`config.mk`:
```
export PLATFORM = sky130hd
export DESIGN_NAME = dchan_retry_ctrl
export DESIGN_NICKNAME = d
export VERILOG_FILES = /design/src/rtl/dcr_pkg.sv /design/src/rtl/dcr_ind_sampler.sv /design/src/rtl/dcr_shifter.sv /design/src/rtl/dcr_fetch.sv /design/src/rtl/dchan_retry_ctrl.sv
export SDC_FILE = /design/constraint.sdc
export NUM_CORES = 1
export LEC_CHECK = 0
export ABC_AREA = 1
export CAP_MARGIN = 25
export CORE_UTILIZATION = 55
export CTS_CLUSTER_DIAMETER = 30
export DETAILED_ROUTE_END_ITERATION = 8
export PLACE_DENSITY = 0.78
export SETUP_SLACK_MARGIN = 0.4
export SYNTH_ARGS = -nofsm -noshare
export SYNTH_HDL_FRONTEND = slang
export SYNTH_SLANG_ARGS = --single-unit
```
`constraint.sdc`:
```
create_clock -name clk -period 4.1 [get_ports clk]
set_clock_uncertainty 0.1 [all_clocks]
set_input_delay 0.82 -clock clk [delete_from_list [all_inputs] [get_ports clk]]
set_output_delay 0.82 -clock clk [all_outputs]
set_load 0.05 [all_outputs]
```
`src/rtl/dcr_pkg.sv`:
```
package dcr_pkg;
    localparam int unsigned BYTE_W = 8;
    localparam int unsigned BITC_W = 4;

    typedef enum logic [2:0] {
        ST_IDLE      = 3'd0,
        ST_WAIT_FREE = 3'd1,
        ST_SEND      = 3'd2,
        ST_ABORT     = 3'd3,
        ST_DONE      = 3'd4
    } ctl_state_e;
endpackage

```
`src/rtl/dcr_ind_sampler.sv`:
```
module dcr_ind_sampler (
    input  logic clk,
    input  logic rst_n,
    input  logic stb_i,
    input  logic val_i,
    output logic free_o,
    output logic coll_o
);
    typedef struct packed {
        logic free;
        logic coll;
    } smp_t;

    smp_t smp_d, smp_q;

    always_comb begin
        smp_d      = '0;
        smp_d.free = stb_i && !val_i;
        smp_d.coll = stb_i && val_i;
    end

    always_ff @(posedge clk or negedge rst_n) begin
        if (!rst_n) smp_q <= '0;
        else        smp_q <= smp_d;
    end

    assign free_o = smp_q.free;
    assign coll_o = smp_q.coll;

    assert_evt_excl_R2: assert property (@(posedge clk) disable iff (!rst_n)
        $onehot0({free_o, coll_o}));
endmodule

```
`src/rtl/dcr_shifter.sv`:
```
module dcr_shifter
    import dcr_pkg::*;
(
    input  logic              clk,
    input  logic              rst_n,
    input  logic              load_i,
    input  logic [BYTE_W-1:0] data_i,
    input  logic              adv_i,
    input  logic              flush_i,
    output logic              bit_o,
    output logic              empty_o
);
    typedef struct packed {
        logic [BYTE_W-1:0] sr;
        logic [BITC_W-1:0] left;
    } shf_t;

    shf_t shf_d, shf_q;

    always_comb begin
        shf_d = shf_q;
        if (adv_i && shf_q.left != '0) begin
            shf_d.sr   = {shf_q.sr[BYTE_W-2:0], 1'b0};
            shf_d.left = shf_q.left - 1'b1;
        end
        if (load_i) begin
            shf_d.sr   = data_i;
            shf_d.left = BITC_W'(BYTE_W);
        end
        if (flush_i) begin
            shf_d.left = '0;
        end
    end

    always_ff @(posedge clk or negedge rst_n) begin
        if (!rst_n) shf_q <= '0;
        else        shf_q <= shf_d;
    end

    assign bit_o   = shf_q.sr[BYTE_W-1];
    assign empty_o = (shf_q.left == '0);

    // a byte is only loaded into an exhausted register
    assert_load_empty_R3: assert property (@(posedge clk) disable iff (!rst_n)
        load_i |-> empty_o);
    assert_flush_R4: assert property (@(posedge clk) disable iff (!rst_n)
        flush_i |=> empty_o);
endmodule

```
`src/rtl/dcr_fetch.sv`:
```
module dcr_fetch #(
    parameter int unsigned ADDR_W = 12,
    parameter int unsigned LEN_W  = 8
) (
    input  logic              clk,
    input  logic              rst_n,
    input  logic              init_i,
    input  logic [ADDR_W-1:0] base_i,
    input  logic [LEN_W-1:0]  len_i,
    input  logic              rewind_i,
    input  logic              active_i,
    input  logic              need_i,
    input  logic              rd_valid_i,
    output logic              rd_req_o,
    output logic [ADDR_W-1:0] rd_addr_o,
    output logic              load_o,
    output logic [LEN_W-1:0]  cnt_o,
    output logic              all_fetched_o
);
    typedef struct packed {
        logic [ADDR_W-1:0] base;
        logic [ADDR_W-1:0] ptr;
        logic [LEN_W-1:0]  len;
        logic [LEN_W-1:0]  cnt;
        logic              pend;
        logic              disc;
    } fch_t;

    fch_t fch_d, fch_q;

    always_comb begin
        fch_d    = fch_q;
        rd_req_o = active_i && need_i && !fch_q.pend && (fch_q.cnt != fch_q.len);
        load_o   = rd_valid_i && fch_q.pend && !fch_q.disc && active_i;

        if (rd_req_o) fch_d.pend = 1'b1;
        if (rd_valid_i) begin
            fch_d.pend = 1'b0;
            fch_d.disc = 1'b0;
        end
        if (load_o) begin
            fch_d.ptr = fch_q.ptr + 1'b1;
            fch_d.cnt = fch_q.cnt + 1'b1;
        end
        if (rewind_i) begin
            fch_d.ptr  = fch_q.base;
            fch_d.cnt  = '0;
            fch_d.disc = fch_d.pend;
        end
        if (init_i) begin
            fch_d.base = base_i;
            fch_d.ptr  = base_i;
            fch_d.len  = len_i;
            fch_d.cnt  = '0;
            fch_d.disc = fch_d.pend;
        end
    end

    always_ff @(posedge clk or negedge rst_n) begin
        if (!rst_n) fch_q <= '0;
        else        fch_q <= fch_d;
    end

    assign rd_addr_o     = fch_q.ptr;
    assign cnt_o         = fch_q.cnt;
    assign all_fetched_o = (fch_q.cnt == fch_q.len) && !fch_q.pend;

    assert_one_outstanding_R3: assert property (@(posedge clk) disable iff (!rst_n)
        rd_req_o |=> !rd_req_o);
    assert_rewind_base_R4: assert property (@(posedge clk) disable iff (!rst_n)
        (rewind_i && !init_i) |=> (rd_addr_o == fch_q.base) && (cnt_o == '0));
endmodule

```
`src/rtl/dchan_retry_ctrl.sv`:
```
module dchan_retry_ctrl
    import dcr_pkg::*;
#(
    parameter int unsigned ADDR_W    = 12,
    parameter int unsigned LEN_W     = 8,
    parameter int unsigned BUF_BYTES = 4
) (
    input  logic              clk,
    input  logic              rst_n,
    input  logic              start_i,
    input  logic [ADDR_W-1:0] frame_base_i,
    input  logic [LEN_W-1:0]  frame_len_i,
    output logic              rd_req_o,
    output logic [ADDR_W-1:0] rd_addr_o,
    input  logic              rd_valid_i,
    input  logic [BYTE_W-1:0] rd_data_i,
    input  logic              ind_stb_i,
    input  logic              ind_val_i,
    input  logic              bit_stb_i,
    output logic              txd_o,
    output logic              txd_en_o,
    output logic              busy_o,
    output logic              done_o,
    output logic              err_o,
    output logic              irq_o,
    input  logic              err_clr_i
);
    localparam logic [LEN_W:0] RETRY_LIM = (LEN_W+1)'(2 * BUF_BYTES);

    typedef struct packed {
        ctl_state_e st;
        logic       err;
        logic       irq;
    } ctl_t;

    ctl_t ctl_d, ctl_q;

    logic             free_evt, coll_evt;
    logic             sh_bit, sh_empty, sh_adv;
    logic             f_load, f_all;
    logic [LEN_W-1:0] f_cnt;
    logic             init_c, drop_c, rewind_c, active_c, in_window;

    dcr_ind_sampler u_smp (
        .clk    (clk),
        .rst_n  (rst_n),
        .stb_i  (ind_stb_i),
        .val_i  (ind_val_i),
        .free_o (free_evt),
        .coll_o (coll_evt)
    );

    dcr_fetch #(.ADDR_W(ADDR_W), .LEN_W(LEN_W)) u_fetch (
        .clk           (clk),
        .rst_n         (rst_n),
        .init_i        (init_c),
        .base_i        (frame_base_i),
        .len_i         (frame_len_i),
        .rewind_i      (rewind_c),
        .active_i      (active_c),
        .need_i        (sh_empty),
        .rd_valid_i    (rd_valid_i),
        .rd_req_o      (rd_req_o),
        .rd_addr_o     (rd_addr_o),
        .load_o        (f_load),
        .cnt_o         (f_cnt),
        .all_fetched_o (f_all)
    );

    dcr_shifter u_shf (
        .clk     (clk),
        .rst_n   (rst_n),
        .load_i  (f_load),
        .data_i  (rd_data_i),
        .adv_i   (sh_adv),
        .flush_i (rewind_c),
        .bit_o   (sh_bit),
        .empty_o (sh_empty)
    );

    // byte on the line has index cnt-1 (or 0 before the first load)
    assign in_window = ({1'b0, f_cnt} <= RETRY_LIM);
    assign active_c  = (ctl_q.st == ST_SEND);

    always_comb begin
        ctl_d     = ctl_q;
        ctl_d.irq = 1'b0;
        init_c    = 1'b0;
        drop_c    = 1'b0;
        if (err_clr_i) ctl_d.err = 1'b0;
        unique case (ctl_q.st)
            ST_IDLE: begin
                if (start_i) begin
                    init_c   = 1'b1;
                    ctl_d.st = ST_WAIT_FREE;
                end
            end
            ST_WAIT_FREE: begin
                if (free_evt) ctl_d.st = ST_SEND;
            end
            ST_SEND: begin
                if (coll_evt) begin
                    if (in_window) begin
                        ctl_d.st = ST_ABORT;
                    end else begin
                        drop_c    = 1'b1;
                        ctl_d.err = 1'b1;
                        ctl_d.irq = 1'b1;
                        ctl_d.st  = ST_IDLE;
                    end
                end else if (f_all && sh_empty) begin
                    ctl_d.st = ST_DONE;
                end
            end
            ST_ABORT: ctl_d.st = ST_WAIT_FREE;
            ST_DONE:  ctl_d.st = ST_IDLE;
            default:  ctl_d.st = ST_IDLE;
        endcase
    end

    always_ff @(posedge clk or negedge rst_n) begin
        if (!rst_n) ctl_q <= '{st: ST_IDLE, err: 1'b0, irq: 1'b0};
        else        ctl_q <= ctl_d;
    end

    assign rewind_c = (ctl_q.st == ST_ABORT) || drop_c;
    assign txd_en_o = active_c && !sh_empty;
    assign txd_o    = txd_en_o ? sh_bit : 1'b1;
    assign sh_adv   = bit_stb_i && txd_en_o;
    assign busy_o   = (ctl_q.st != ST_IDLE);
    assign done_o   = (ctl_q.st == ST_DONE);
    assign err_o    = ctl_q.err;
    assign irq_o    = ctl_q.irq;

    assert_wait_free_R2: assert property (@(posedge clk) disable iff (!rst_n)
        (ctl_q.st == ST_WAIT_FREE && !free_evt) |=> (ctl_q.st != ST_SEND));
    assert_abort_idle_R4: assert property (@(posedge clk) disable iff (!rst_n)
        (ctl_q.st == ST_SEND && coll_evt && in_window) |=> (txd_o && !txd_en_o && busy_o));
    assert_late_drop_R5: assert property (@(posedge clk) disable iff (!rst_n)
        (ctl_q.st == ST_SEND && coll_evt && !in_window) |=> (!busy_o && err_o && irq_o));
    assert_irq_pulse_R5: assert property (@(posedge clk) disable iff (!rst_n)
        irq_o |=> !irq_o);
    assert_err_sticky_R5: assert property (@(posedge clk) disable iff (!rst_n)
        (err_o && !err_clr_i) |=> err_o);
    assert_done_pulse_R6: assert property (@(posedge clk) disable iff (!rst_n)
        done_o |=> (!done_o && !busy_o));
    assert_err_clear_R7: assert property (@(posedge clk) disable iff (!rst_n)
        (err_clr_i && !(ctl_q.st == ST_SEND && coll_evt)) |=> !err_o);
endmodule

```
==> flow_metrics.py <==
metrics = {
    "sta": {
        "grt_setup_unrepaired": "no",
        "setup_viol": 0,
        "worst_pin_slew_ns": 0.627,
        "period_share_pct": 78.7,
        "slew_headroom_pct": 58.2,
        "timing.final.crit_period_ns": 3.23,
        "fmax_mhz": 310,
        "drv_slew": 0,
        "hold_violations": 0,
        "final.setup.tns_ns": 0,
    },
    "run_status": {
        "status": "completed",
    },
    "min_path": {
        "worstHoldStart": "u_fetch.fch_q[32]",
        "hp-class": "reg2reg",
        "worstHoldPathCells": 2,
        "holdPathEnd": "u_fetch.fch_q[32]",
    },
    "setup_path": {
        "cpPeakStageDelay_ns": 0.79,
        "timing.critical_path.buf_inv": 3,
        "critPathKind": "reg2out",
        "slowest_stage": "clkdlybuf4s50_1",
        "cp.required_ns": 3.18,
        "reg2regPathDepth": 10,
        "crit_chain": "inv_1, ha_1, nand3_1, nor2_1, nand3_1, inv_1, clkdlybuf4s50_1",
        "worst-path-max-fanout": 4,
        "cp-start-kind": "register",
        "cp.arrival_ns": 2.31,
        "end_kind": "output port",
        "reg2reg_slack_ns": 1.85,
        "reg2reg_from": "u_fetch.cnt_o[0]",
        "r2r-end": "u_fetch.rd_addr_o[2]",
        "cp_top_family": "buffers and inverters",
    },
    "flow_run": {
        "maxCapViolCount": 0,
    },
    "power": {
        "power_density_mw_per_mm2": 680,
        "peakVddDrop_mv": 0.379,
        "leakagePower_uw": 0.00210,
    },
    "logic_synthesis": {
        "synth-seq-area-share_pct": 45.4,
        "ys_ff_latch": 61,
        "avgSynthCellArea_sq_um": 7.35,
        "netlist_area_sq_mm": 0.00337,
        "synth-edff-count": 0,
        "synth.area.top_cells": "dfrtp_1 45%, nand2_1 19%, inv_1 6.7%",
        "netlist_instances": 458,
        "synth_cell_types": 28,
        "synth_ff_type": "dfrtp_1",
        "synth_top_area_share_pct": 45.4,
        "yosysWarnings": 0,
        "synth-async-reset-ratio_pct": 100,
        "syn_nets": 498,
        "yosys.area.top_type": "dfrtp_1",
    },
    "placement": {
        "globalplace.congestion": 0.813,
        "place_hpwl_um": 5260,
        "io_buffer_count": 54,
        "dpl_cell_area_sq_mm": 0.00386,
    },
    "global_route": {
        "globalRouteOverflowTotal": 0,
        "grt_pass1_wl_um": 12100,
        "antenna_found_initial": 0,
        "grt.total_usage_pct": 24.8,
        "grt_pass1_vias": 2856,
        "grt_max_degree": 36,
    },
    "final_layout": {
        "diodes": 0,
        "nNetsFinal": 543,
        "final_common_cell": "nand2_1",
        "layout_common_cells": "167 x nand2_1, 61 x dfrtp_1, 60 x inv_1",
        "drive_gt1_share_pct": 6.89,
        "area_growth_pct": 21.1,
        "utilization_pct": 68.8,
        "final_area_sq_mm": 0.00408,
    },
    "die": {
        "die_area_sq_mm": 0.00644,
        "start_util_pct": 56.8,
        "row_count": 28,
        "core-area_sq_mm": 0.00592,
        "io_pins": 55,
        "fp.dieH_um": 80.2,
        "fp.dieW_um": 80.2,
    },
    "cts": {
        "numCtsBuffers": 9,
        "postCtsHoldBufs": 0,
        "htree_levels": 3,
        "post_cts_resized": 0,
        "cts_tree": "yes",
        "clockBufferDepth": 2,
        "numClockSinks": 61,
        "cts_setup_buffers": 0,
        "clkLatencyLatePin_ns": 0.34,
        "path_clk_slew_ns": 0.07,
        "clk_root_buffer_cell": "clkbuf_8",
    },
    "route": {
        "drcViolationCount": 0,
        "vias_per_cell": 5.11,
        "antenna_left": 0,
        "drt_iter0_drc": 84,
        "wl_met2_um": 3820,
        "wl_met3_um": 269,
        "firstDrtPassIters": 4,
        "num_vias": 2982,
        "dr.max_layer_used": "met4",
        "post_drt_wl_per_cell_um": 12.8,
        "wl_um": 7480,
        "wl_met1_um": 3250,
    },
}
tightest hold or removal path, delay by kind of cell (launching register included):
kind / cells / cell delay, ns
simple gates: 2 / 0.13
flops: 1 / 0.32
report_power, final:
| part | internal, uW | switching [uW] | total, uW |
|---|---|---|---|
| Combinational | 427 | 821 | 1250 |
| Clock | 327 | 229 | 557 |
| Sequential | 817 | 148 | 965 |
flip-flops by register name, indices dropped and copies added (netlist names), 3 cells and up:
name,cells
u_fetch.cnt_o,8
u_shf.shf_q,11
u_fetch.rd_addr_o,12
ctl_q,3
u_fetch.fch_q,22
logic make-up (layout without fill, tap and decap cells):
group / count (synthesis) / count (layout) / synth area share (%)
simple gates: 251 / 251 / 31.5
xor+xnor: 11 / 11 / 2.86
buf+inv: 86 / 136 / 11.4
fa+ha+maj: 4 / 4 / 1.49
compound gates: 45 / 45 / 7.40
flops: 61 / 61 / 45.4
worst max-delay path by stage:
stage,from,to,slack (ns),cells past startpoint
floorplan,ctl_q[3],done_o,1.67,1
global placement,u_shf.shf_q[0],rd_req_o,1.30,7
detailed placement,u_shf.shf_q[0],rd_req_o,1.26,7
CTS,u_shf.shf_q[0],rd_req_o,0.88,7
global route,u_shf.shf_q[0],rd_req_o,0.79,7
finish,u_shf.shf_q[0],rd_req_o,0.87,7
final cells by class:
cell class	count	area (sq um)
repair buffers	56	551
clock inverters	4	45.0
inverters	64	240
fillers	496	1850
well taps	75	93.8
multi-input cells	311	1450
flip-flops and latches	61	1530
clock buffers	12	165
Yosys cell counts (4+ instances only):
| library cell | count |
|---|---|
| buf_2 | 5 |
| nand3_1 | 18 |
| dfrtp_1 | 61 |
| o211ai_1 | 5 |
| nand2_1 | 167 |
| xor2_1 | 4 |
| inv_1 | 60 |
| xnor2_1 | 7 |
| nor2_1 | 41 |
| a21oi_1 | 15 |
| buf_4 | 15 |
| o21ai_0 | 21 |
| inv_2 | 4 |
| nand4_1 | 8 |
| ha_1 | 4 |
metal layers:
| layer | vias to the layer above | track usage [%] |
|---|---|---|
| li1 | 1497 | - |
| met1 | 1407 | 28.8 |
| met5 | - | 0 |
| met2 | 63 | 44.3 |
| met3 | 15 | 4.20 |
| met4 | 0 | 11.4 |
per-stage QoR:
stage / cells / setup slack (ns) / power (uW) / hold WS, ns
2_1_floorplan: 458 / 1.67 / 1930 / 0.344
3_3_place_gp: 567 / 1.30 / 2160 / 0.358
3_5_place_dp: 567 / 1.26 / 2210 / 0.373
4_1_cts: 583 / 0.884 / 2780 / 0.381
5_1_grt: 583 / 0.790 / 2970 / 0.412
6_report: 583 / 0.871 / 2770 / 0.382
No activity file was read; power rests on OpenSTA's default activity.
